**src/rtl/panel_raster_gen.sv**
```systemverilog
module panel_raster_gen #(
  parameter int CW = 12,
  parameter int SW = 8
) (
  input  logic          clk,
  input  logic          rst,
  input  logic [CW-1:0] cfg_htotal,
  input  logic [CW-1:0] cfg_vtotal,
  input  logic [SW-1:0] cfg_hsync_w,
  input  logic [SW-1:0] cfg_hbp,
  input  logic [SW-1:0] cfg_vsync_w,
  input  logic [SW-1:0] cfg_vbp,
  input  logic [CW-1:0] cfg_width,
  input  logic [CW-1:0] cfg_height,
  input  logic          cfg_inv_hs,
  input  logic          cfg_inv_vs,
  input  logic          cfg_inv_de,
  input  logic          cfg_inv_clk,
  output logic          hsync,
  output logic          vsync,
  output logic          de,
  output logic          pclk_inv,
  output logic [CW-1:0] act_col,
  output logic [CW-1:0] act_row
);

  logic [CW-1:0] hc, vc;
  logic [CW-1:0] ht_q, vt_q, wd_q, hg_q;
  logic [SW-1:0] hsw_q, hbp_q, vsw_q, vbp_q;
  logic          ih_q, iv_q, id_q, ic_q;

  logic [CW-1:0] h_beg, h_end, v_beg, v_end, vs_beg, vs_end;
  logic          line_end, frame_end, hs_on, vs_on, de_on;

  assign h_beg  = CW'(hsw_q) + CW'(hbp_q);
  assign h_end  = h_beg + wd_q - CW'(1);
  assign v_beg  = CW'(vsw_q) + CW'(vbp_q);
  assign v_end  = v_beg + hg_q - CW'(1);
  assign vs_end = vt_q - CW'(vbp_q);
  assign vs_beg = vs_end - CW'(vsw_q);

  assign line_end  = (hc == ht_q - CW'(1));
  assign frame_end = line_end && (vc == vt_q - CW'(1));

  assign hs_on = (hc < CW'(hsw_q));
  assign vs_on = (vc >= vs_beg) && (vc < vs_end);
  assign de_on = (hc >= h_beg) && (hc <= h_end) && (vc >= v_beg) && (vc <= v_end);

  always_ff @(posedge clk) begin
    if (rst || frame_end) begin
      ht_q  <= cfg_htotal;
      vt_q  <= cfg_vtotal;
      wd_q  <= cfg_width;
      hg_q  <= cfg_height;
      hsw_q <= cfg_hsync_w;
      hbp_q <= cfg_hbp;
      vsw_q <= cfg_vsync_w;
      vbp_q <= cfg_vbp;
      ih_q  <= cfg_inv_hs;
      iv_q  <= cfg_inv_vs;
      id_q  <= cfg_inv_de;
      ic_q  <= cfg_inv_clk;
    end
  end

  always_ff @(posedge clk) begin
    if (rst) begin
      hc <= '0;
      vc <= '0;
    end else if (line_end) begin
      hc <= '0;
      vc <= frame_end ? '0 : vc + CW'(1);
    end else begin
      hc <= hc + CW'(1);
    end
  end

  always_ff @(posedge clk) begin
    if (rst) begin
      hsync    <= cfg_inv_hs;
      vsync    <= cfg_inv_vs;
      de       <= cfg_inv_de;
      pclk_inv <= cfg_inv_clk;
      act_col  <= '0;
      act_row  <= '0;
    end else begin
      hsync    <= hs_on ^ ih_q;
      vsync    <= vs_on ^ iv_q;
      de       <= de_on ^ id_q;
      pclk_inv <= ic_q;
      act_col  <= de_on ? hc - h_beg : '0;
      act_row  <= de_on ? vc - v_beg : '0;
    end
  end

endmodule

```
**config.mk**
```make
export PLATFORM = sky130hd
export DESIGN_NAME = panel_raster_gen
export DESIGN_NICKNAME = d
export VERILOG_FILES = /design/src/rtl/panel_raster_gen.sv
export SDC_FILE = /design/constraint.sdc
export NUM_CORES = 1
export LEC_CHECK = 0
export ABC_CLOCK_PERIOD_IN_PS = 6000
export CORE_MARGIN = 5
export CORE_UTILIZATION = 45
export DETAILED_ROUTE_END_ITERATION = 7
export DONT_BUFFER_PORTS = 1
export HOLD_SLACK_MARGIN = 0.12
export MAX_ROUTING_LAYER = met4
export PLACE_DENSITY = 0.62
export REMOVE_ABC_BUFFERS = 1
export SLEW_MARGIN = 20
export SYNTH_ARGS = -nofsm -noshare
export SYNTH_HDL_FRONTEND = slang
export SYNTH_SLANG_ARGS = --single-unit
export TNS_END_PERCENT = 50
```
**constraint.sdc**
```tcl
create_clock -name clk -period 6 [get_ports clk]
set_clock_uncertainty 0.1 [all_clocks]
set_input_delay 1.2 -clock clk [delete_from_list [all_inputs] [get_ports clk]]
set_output_delay 1.2 -clock clk [all_outputs]
set_load 0.01 [all_outputs]
```
# Word level (Yosys, flattened, before mapping)

Cells that the tools add are included.

Eq/ne operators: 2
Mux-type cells: 5
Reductions and logical operators: 8
$mul: 0
Shifts and indexed selects: 0
$add $sub $neg: 14
Div/mod/pow operators: 0
Order comparisons: 7
Bitwise gates (word level): 4

Operators by type and width:

| operator                                                              | count |
|---|---|
| 12-bit by 1-bit subtractor with 12-bit output (second input constant) | 4 |
| 12-bit by 1-bit adder with 12-bit output (second input constant)      | 2 |
| 9-bit by 12-bit adder with 12-bit output                              | 2 |
| 12-bit equality test                                                  | 2 |
| 12-bit by 9-bit >= comparator with 1-bit output                       | 2 |
| 12-bit <= comparator                                                  | 2 |
| 12-bit by 8-bit subtractor with 12-bit output                         | 2 |
| 12-bit by 9-bit subtractor with 12-bit output                         | 2 |
| 8-bit by 8-bit adder with 9-bit output                                | 2 |
| 12-bit >= comparator                                                  | 1 |
| 12-bit less-than comparator                                           | 1 |
| 12-bit by 8-bit less-than comparator with 1-bit output                | 1 |
| 12-bit 2-to-1 mux                                                     | 1 |
| 1-bit logical AND                                                     | 5 |
| 1-bit 2-to-1 mux                                                      | 4 |
| 2-bit OR reduction                                                    | 2 |
| 1-bit bitwise XOR                                                     | 3 |
| 1-bit logical OR                                                      | 1 |
| 1-bit inverter                                                        | 1 |

Register bits: 136
Memories kept: 0
Memory bits (writable): 0
Output and inout bits: 28
Latch bits: 0
Memory bits (read-only): 0

# Logic depth before layout (Yosys ltp)

Gate-level depths: netlist of run 1.

Word-level depth: 9
Mapped depth: 27

# Least setup slack after synthesis of run 1

Ideal clock, no wire load.

Kind: register -> register
Start point: register hsw_q[0]
End point: register act_row[8]
Setup slack: 0.736 ns
Stages on the path, launching flop included: 25
Library setup time: 0.073 ns
Path buffers: 2
Data required time: 5.827 ns
Arrival time: 5.091 ns
Cell sequence: edfxtp_1 > ha_1 > fa_1 > inv_1 > ha_1 > inv_1 > ha_1 > fa_1 > a21o_1 > a21oi_1 > o21bai_1 > a21oi_1 > o21bai_1 > a21oi_1 > o21bai_1 > a21oi_1 > xnor2_1 > ha_1 > nand4_1 > or3_1 > a221o_1 > a311o_1 > buf_6 > buf_6 > nor3_2

Word-level cells in the longest chain between the ends: 9

RTL lines:

| what                                          | line | source |
|---|---|---|
| start: declaration                            | 29   | `logic [SW-1:0] hsw_q, hbp_q, vsw_q, vbp_q;` |
| start signal: assignment                      | 55   | `hsw_q <= cfg_hsync_w;` |
| 8-bit by 8-bit adder with 9-bit output *      | 35   | `assign h_beg = CW'(hsw_q) + CW'(hbp_q);` |
| 9-bit by 12-bit adder with 12-bit output      | 36   | `assign h_end = h_beg + wd_q - CW'(1);` |
| 12-bit by 1-bit subtractor with 12-bit output | 36   |  |
| 12-bit <= comparator                          | 47   | `assign de_on = (hc >= h_beg) && (hc <= h_end) && (vc >= v_beg) && (vc <= v_end);` |
| 1-bit logical AND * (3 in series)             | 47   |  |
| 1-bit inverter (no line) *                    | --   |  |
| 2-bit OR reduction (no line) *                | --   |  |
| end signal: assignment                        | 92   | `act_row <= de_on ? vc - v_beg : '0;` |
| end: declaration                              | 24   | `output logic [CW-1:0] act_row` |

Mark *: on every way between the ends. The rest lies on a longest branch, timed or not.
A chain may end at the register's enable or synchronous reset.

# Worst setup path in the final report of run 1

Start point: register vbp_q[0]
End point: register act_row[6]

Word-level cells in the longest chain between the ends: 7

RTL lines:

| what                                          | line | source |
|---|---|---|
| start: declaration                            | 29   |  |
| start signal: assignment                      | 58   | `vbp_q <= cfg_vbp;` |
| 8-bit by 8-bit adder with 9-bit output *      | 37   | `assign v_beg = CW'(vsw_q) + CW'(vbp_q);` |
| 9-bit by 12-bit adder with 12-bit output      | 38   | `assign v_end = v_beg + hg_q - CW'(1);` |
| 12-bit by 1-bit subtractor with 12-bit output | 38   |  |
| 12-bit <= comparator                          | 47   |  |
| 1-bit logical AND                             | 47   |  |
| 1-bit inverter (no line)                      | --   |  |
| 2-bit OR reduction (no line)                  | --   |  |

Marks and branches as above.

==> reports/summary.json, run 1 <==
{
  "path_clk_slew_ns": 0.07,
  "cts.htree.levels": 4,
  "synth_area_sq_um": 9790,
  "antenna_violating_nets_post_route": 0,
  "die_outline_area_sq_um": 24800,
  "die_height_um": 157,
  "period_share": 0.941,
  "cts_made_buffers": 17,
  "holdBufCountCts": 0,
  "final.setup.worst_slack_ns": 0.357,
  "clock.fmax_mhz": 177,
  "fin_nets": 1247,
  "top_level_port_count": 114,
  "crit_top_cell": "ha_1",
  "total_leakage_power_nw": 4.74,
  "routed_wl_mm": 22.1,
  "outcome": "completed",
  "final_period_minus_worst_setup_slack_ns": 5.64,
  "vias": 7061,
  "detailed_place_hpwl_mm": 17.3,
  "power-per-cell-area_nw_per_um2": 258,
  "slowest_stage": "fa_1",
  "final_util": 0.496,
  "chipWidth_um": 157,
  "number_of_pins_with_negative_max_slew_slack_in_the_final_report": 0,
  "grt_setup_unrepaired": "no",
  "synthCells": 1013,
  "grt_first_pass_wirelength_mm": 35.7,
  "peakVddDrop_uv": 179,
  "first_iter_violations": 330,
  "max-cap-violations": 0,
  "detail_route.drc_violations": 0,
  "worst-endpoint-required_ns": 6.25,
  "cts.sink_count": 136,
  "grt_pass1_vias": 7307,
  "post_synth_num_cell_types": 70,
  "async_flop_share": 0,
  "comb_power_share": 0.234,
  "worst_setup_path_end_kind": "register",
  "drive_gt1_frac": 0.0660,
  "power_switching_uw": 829,
  "power.clock.fraction": 0.386,
  "worst_ep_arrival_time_ns": 5.90,
  "path_class": "reg -> reg",
  "postSynthRegisterBits": 136,
  "final_hold_viol_count": 0,
  "synth_ff_type": "edfxtp_1",
  "io_buffer_count": 0,
  "synth_area_per_cell_sq_um": 9.66,
  "synth_top_area_frac": 0.258,
  "layout-area-overhead-vs-synth_pct": 9.59,
  "synth-edff-count": 84,
  "buffer_cell_driving_the_clock_tree_root": "clkbuf_16",
  "synth.top_cells.by_area": "edfxtp_1, ha_1, dfxtp_1",
  "global_route.overflow_total": 0,
  "slew_hr": 0.521,
  "final_cell_mix": "ha_1, inv_1, edfxtp_1",
  "dp_slack_ns": 0.171,
  "yosys_warnings": 0,
  "slowest_delay_ns": 0.49,
  "setup_viol_count_final": 0,
  "sequentialPowerShare": 0.380,
  "worstHoldPathType": "reg -> reg",
  "clock_tree.buffer_depth": 2,
  "power.switching_fraction": 0.300,
  "final_common_cell": "ha_1",
  "drt_first_pass_iters": 5,
  "coreArea_sq_um": 21600,
  "global_route.usage.total": 0.190,
  "initial_antenna_violation_count": 2,
  "yosysSeqAreaShare": 0.364,
  "place_congestion": 0.845,
  "internal_power_mw": 1.94,
  "synth_area_leader_cell": "edfxtp_1",
  "floorplan.initialDensity": 0.453,
  "wl_per_cell_um": 16.9,
  "path_max_fanout": 13,
  "grt_start_max_net_pins": 61,
  "vias_per_cell": 5.38,
  "setup.worst_path.start_class": "register",
  "row_count": 54,
  "skew_pair_late_insertion_delay_ns": 0.43,
  "worst_slew_pin_slew_ns": 0.712,
  "report.power.total_mw": 2.77,
  "tritoncts_clock_tree": "built"
}
==> state kept, by name (all words and copies together) (netlist names), 8 cells and up <==
signal,count
vc,12
vbp_q,8
hg_q,12
act_row,12
vt_q,12
ht_q,12
vsw_q,8
act_col,12
wd_q,12
hsw_q,8
hbp_q,8
hc,12
==> per-layer routing <==
metal / global-route usage / share of wire / up-vias
met5: - / 0 / -
met4: 0.0574 / 0.021 / 0
met3: 0.0423 / 0.040 / 37
met2: 0.342 / 0.52 / 130
met1: 0.211 / 0.42 / 3332
li1: - / - / 3562
==> kinds of logic after synthesis <==
group,count (synthesis),synth area share
buffers and inverters,152,0.0619
and+or+nand+nor,264,0.141
adders and majority gates,150,0.197
DFF,136,0.364
xor gates and xnor gates,119,0.106
muxes,9,0.00971
AOI/OAI and AO/OA,183,0.120
==> Yosys cell counts (all sizes together), types with 23 or more instances <==
| master | number |
|---|---|
| a21oi | 52 |
| dfxtp | 52 |
| edfxtp | 84 |
| ha | 136 |
| inv | 131 |
| nand2 | 39 |
| nand3 | 29 |
| nor2 | 69 |
| nor3 | 23 |
| o21ai | 45 |
| xnor2 | 79 |
| xor2 | 40 |
==> metrics by stage <==
stage	TNS, ns	hold WS [ns]	std cells	area, sq um
after floorplan	-63.98	0.330	992	9670
after global placement	0	0.354	1276	10100
after detailed placement	0	0.356	1276	10100
after CTS	0	0.364	1308	10700
after global routing	0	0.403	1312	10700
final	0	0.366	1312	10700
==> cell type report <==
| type | instances | area [sq um] |
|---|---|---|
| Clock buffer | 18 | 429 |
| Tap cell | 280 | 350 |
| Multi-Input combinational cell | 725 | 5670 |
| Clock inverter | 14 | 163 |
| Timing Repair Buffer | 6 | 57.6 |
| Sequential cell | 136 | 3560 |
| Antenna cell | 2 | 5.00 |
| Fill cell | 2012 | 10900 |
| Inverter | 131 | 492 |
==> timing repair <==
item,4_1_cts,5_1_grt
setup buffers,0,2
setup endpoints to repair,0,25
gates resized for setup,0,11
==> final timing paths <==
kind / end / startpoint / depth (start not counted) / slack, ns
min: de$_DFF_P_ / id_q$_DFFE_PP_ / 1 / 0.37
max: act_row[6]$_SDFF_PP0_ / vbp_q[0]$_DFFE_PP_ / 26 / 0.36
min reg2reg: de$_DFF_P_ / id_q$_DFFE_PP_ / 1 / 0.37
max reg2reg: act_row[6]$_SDFF_PP0_ / vbp_q[0]$_DFFE_PP_ / 26 / 0.36
==> power groups by stage <==
stage	Clock, mW	Sequential [mW]	Combinational, mW
after floorplan	0	1.07	0.508
after global placement	0	1.07	0.622
final	1.07	1.05	0.647
after global routing	1.13	1.06	0.743
after CTS	1.09	1.05	0.639
after detailed placement	0	1.07	0.633
==> critical path, delay by kind of cell, from the launching register on <==
family                     cells  cell delay, ns
and+or+nand+nor                7            1.04
adders and majority gates      6            1.75
AOI/OAI and AO/OA              9            1.84
buffers and inverters          4            0.41
DFF                            1            0.42
Note: power is estimated with default switching activity, not from simulation.
==> run 2, diff against run 1 <==
--- a/config.mk
+++ b/config.mk
@@ -5,6 +5,7 @@
 export SDC_FILE = /design/constraint.sdc
 export NUM_CORES = 1
 export LEC_CHECK = 0
+export ABC_AREA = 0
 export ABC_CLOCK_PERIOD_IN_PS = 6000
 export CORE_MARGIN = 5
 export CORE_UTILIZATION = 45
@@ -13,9 +14,9 @@
 export HOLD_SLACK_MARGIN = 0.12
 export MAX_ROUTING_LAYER = met4
 export PLACE_DENSITY = 0.62
+export RECOVER_POWER = 50
 export REMOVE_ABC_BUFFERS = 1
 export SLEW_MARGIN = 20
 export SYNTH_ARGS = -nofsm -noshare
 export SYNTH_HDL_FRONTEND = slang
 export SYNTH_SLANG_ARGS = --single-unit
-export TNS_END_PERCENT = 50
==> run 2 against run 1 <==
Compared with the run above:
- global-route usage is the same
- utilization is essentially flat
- critical path type unchanged
- design area is essentially flat
- maximum frequency is the same
- critical endpoint unchanged
- largest cell class unchanged
- critical path depth is the same
- register-to-register slack is essentially flat
==> reports/summary.json, run 2 (synthesized netlist as in run 1, its figures left out) <==
{
  "path_clk_slew": {"value": 0.07, "unit": "ns", "change": "about the same"},
  "peakVddDrop": {"value": 179, "unit": "uV", "change": "about the same"},
  "final_instance_area": {"value": 10700, "unit": "sq um", "change": "about the same"},
  "crit_top_cell": "ha_1",
  "setup_viol_count_final": {"value": 0, "change": "unchanged"},
  "buffer_cell_driving_the_clock_tree_root": "clkbuf_16",
  "detail_route.drc_violations": {"value": 0, "change": "unchanged"},
  "path_max_fanout": {"value": 13, "change": "unchanged"},
  "worstHoldPathType": "reg -> reg",
  "final_cell_mix": "ha_1, inv_1, edfxtp_1",
  "fin_nets": {"value": 1247, "change": "unchanged"},
  "drive_gt1_frac": {"value": 0.0650, "change": "-0.000971"},
  "cts.sink_count": {"value": 136, "change": "unchanged"},
  "final.setup.worst_slack": {"value": 0.357, "unit": "ns", "change": "unchanged"},
  "place_congestion": {"value": 0.845, "change": "unchanged"},
  "clock_tree.buffer_depth": {"value": 2, "change": "unchanged"},
  "timing.hold.ws": {"value": 0.366, "unit": "ns", "change": "unchanged"},
  "worst_ep_arrival_time": {"value": 5.90, "unit": "ns", "change": "about the same"},
  "die_outline_area": {"value": 24800, "unit": "sq um", "change": "unchanged"},
  "number_of_pins_with_negative_max_slew_slack_in_the_final_report": {"value": 0, "change": "unchanged"},
  "tritoncts_clock_tree": "built",
  "total_leakage_power": {"value": 4.74, "unit": "nW", "change": "about the same"},
  "row_count": {"value": 54, "change": "unchanged"},
  "grt_start_max_net_pins": {"value": 61, "change": "unchanged"},
  "nFillCells": {"value": 2014, "change": "+0.099%"},
  "max-cap-violations": {"value": 0, "change": "unchanged"},
  "final_period_minus_worst_setup_slack": {"value": 5.64, "unit": "ns", "change": "unchanged"},
  "period_share": {"value": 0.941, "change": "unchanged"},
  "dp_slack": {"value": 0.171, "unit": "ns", "change": "unchanged"},
  "final_util": {"value": 0.496, "change": "about the same"},
  "wl_per_cell": {"value": 16.9, "unit": "um", "change": "about the same"},
  "setup-tns-final": {"value": 0, "unit": "ns", "change": "unchanged"},
  "worst_r2r_path_depth": {"value": 26, "change": "unchanged"},
  "placed_cells": {"value": 1276, "change": "unchanged"},
  "io_buffer_count": {"value": 0, "change": "unchanged"},
  "top_level_port_count": {"value": 114, "change": "unchanged"},
  "chipWidth": {"value": 157, "unit": "um", "change": "unchanged"},
  "cts_made_buffers": {"value": 17, "change": "unchanged"},
  "power-per-cell-area": {"value": 258, "unit": "nW/um^2", "change": "about the same"},
  "final_hold_viol_count": {"value": 0, "change": "unchanged"},
  "hold_depth": {"value": 1, "change": "unchanged"},
  "path_class": "reg -> reg",
  "finalNonFillerCells": {"value": 1312, "change": "unchanged"},
  "global_route.usage.total": {"value": 0.190, "change": "unchanged"},
  "global_route.overflow_total": {"value": 0, "change": "unchanged"},
  "worst_setup_path_end_kind": "register",
  "die_height": {"value": 157, "unit": "um", "change": "unchanged"},
  "grt_first_pass_wirelength": {"value": 35.7, "unit": "mm", "change": "unchanged"},
  "final_common_cell": "ha_1",
  "cts.htree.levels": {"value": 4, "change": "unchanged"},
  "multiInputGateArea": {"value": 5660, "unit": "sq um", "change": "-0.11%"},
  "vias_per_cell": {"value": 5.38, "change": "about the same"},
  "detailed_place_hpwl": {"value": 17.3, "unit": "mm", "change": "unchanged"},
  "floorplan.initialDensity": {"value": 0.453, "change": "unchanged"},
  "skew_pair_late_insertion_delay": {"value": 0.43, "unit": "ns", "change": "about the same"},
  "vias": {"value": 7056, "change": "-0.071%"},
  "slowest_stage": "fa_1",
  "drt_first_pass_iters": {"value": 5, "change": "unchanged"},
  "antenna_violating_nets_post_route": {"value": 0, "change": "unchanged"},
  "post_dp_cell_area": {"value": 10100, "unit": "sq um", "change": "unchanged"},
  "initial_antenna_violation_count": {"value": 2, "change": "unchanged"},
  "outcome": "completed",
  "grt_pass1_vias": {"value": 7307, "change": "unchanged"},
  "setup.worst_path.start_class": "register",
  "worst-endpoint-required": {"value": 6.25, "unit": "ns", "change": "about the same"},
  "grt_setup_unrepaired": "no",
  "report.power.total": {"value": 2.77, "unit": "mW", "change": "about the same"},
  "first_iter_violations": {"value": 330, "change": "unchanged"},
  "seqCellArea": {"value": 3560, "unit": "sq um", "change": "unchanged"},
  "clock.fmax": {"value": 177, "unit": "MHz", "change": "unchanged"},
  "slowest_delay": {"value": 0.49, "unit": "ns", "change": "about the same"},
  "slew_hr": {"value": 0.516, "change": "-0.00552"},
  "coreArea": {"value": 21600, "unit": "sq um", "change": "unchanged"},
  "layout-area-overhead-vs-synth": {"value": 9.52, "unit": "%", "change": "about the same"},
  "routed_wl": {"value": 22.1, "unit": "mm", "change": "about the same"},
  "worst_slew_pin_slew": {"value": 0.720, "unit": "ns", "change": "+0.00820 ns"}
}
run 2: cell counts in the layout (fill, tap and decap cells not counted):
Identical to the previous run, type by type.
run 2: worst paths after layout:
kind                       from                    end  slack (ns)
max          vbp_q[0]$_DFFE_PP_  act_row[6]$_SDFF_PP0_        0.36
min              id_q$_DFFE_PP_             de$_DFF_P_        0.37
min reg2reg      id_q$_DFFE_PP_             de$_DFF_P_        0.37
max reg2reg  vbp_q[0]$_DFFE_PP_  act_row[6]$_SDFF_PP0_        0.36
run 2: power by group:
group,switching [mW],internal (mW),leakage [nW]
logic,0.356,0.290,3.25
registers,0.0264,1.03,1.21
clock network,0.445,0.621,0.276
run 2: timing repair:
item,CTS,global route
setup buffers,0,2
resized for setup,0,11
hold buffers,0,0
endpoints found under the setup margin,0,25
run 2: final cells by class:
| type | instances | share of cell area |
|---|---|---|
| tap | 280 | 0.0327 |
| clock buffer | 18 | 0.0400 |
| clock inverter | 14 | 0.0152 |
| sequential | 136 | 0.332 |
| inverter | 131 | 0.0459 |
| timing repair buffer | 6 | 0.00537 |
| multi-input combinational | 725 | 0.528 |
| antenna | 2 | 0.000467 |
run 2: per-layer routing:
metal  up-vias  share of wire  global-route usage
met1      3327           0.42               0.211
met3        37          0.040              0.0423
met2       130           0.52               0.342
li1       3562              -                   -
met5         -              0                   -
met4         0          0.021              0.0574
run 2: critical path, delay by kind of cell (launching register included):
family / cells / cell delay (ns)
AOI/OAI and AO/OA: 9 / 1.84
adders and majority gates: 6 / 1.75
buffers and inverters: 4 / 0.41
DFF: 1 / 0.42
and+or+nand+nor: 7 / 1.04
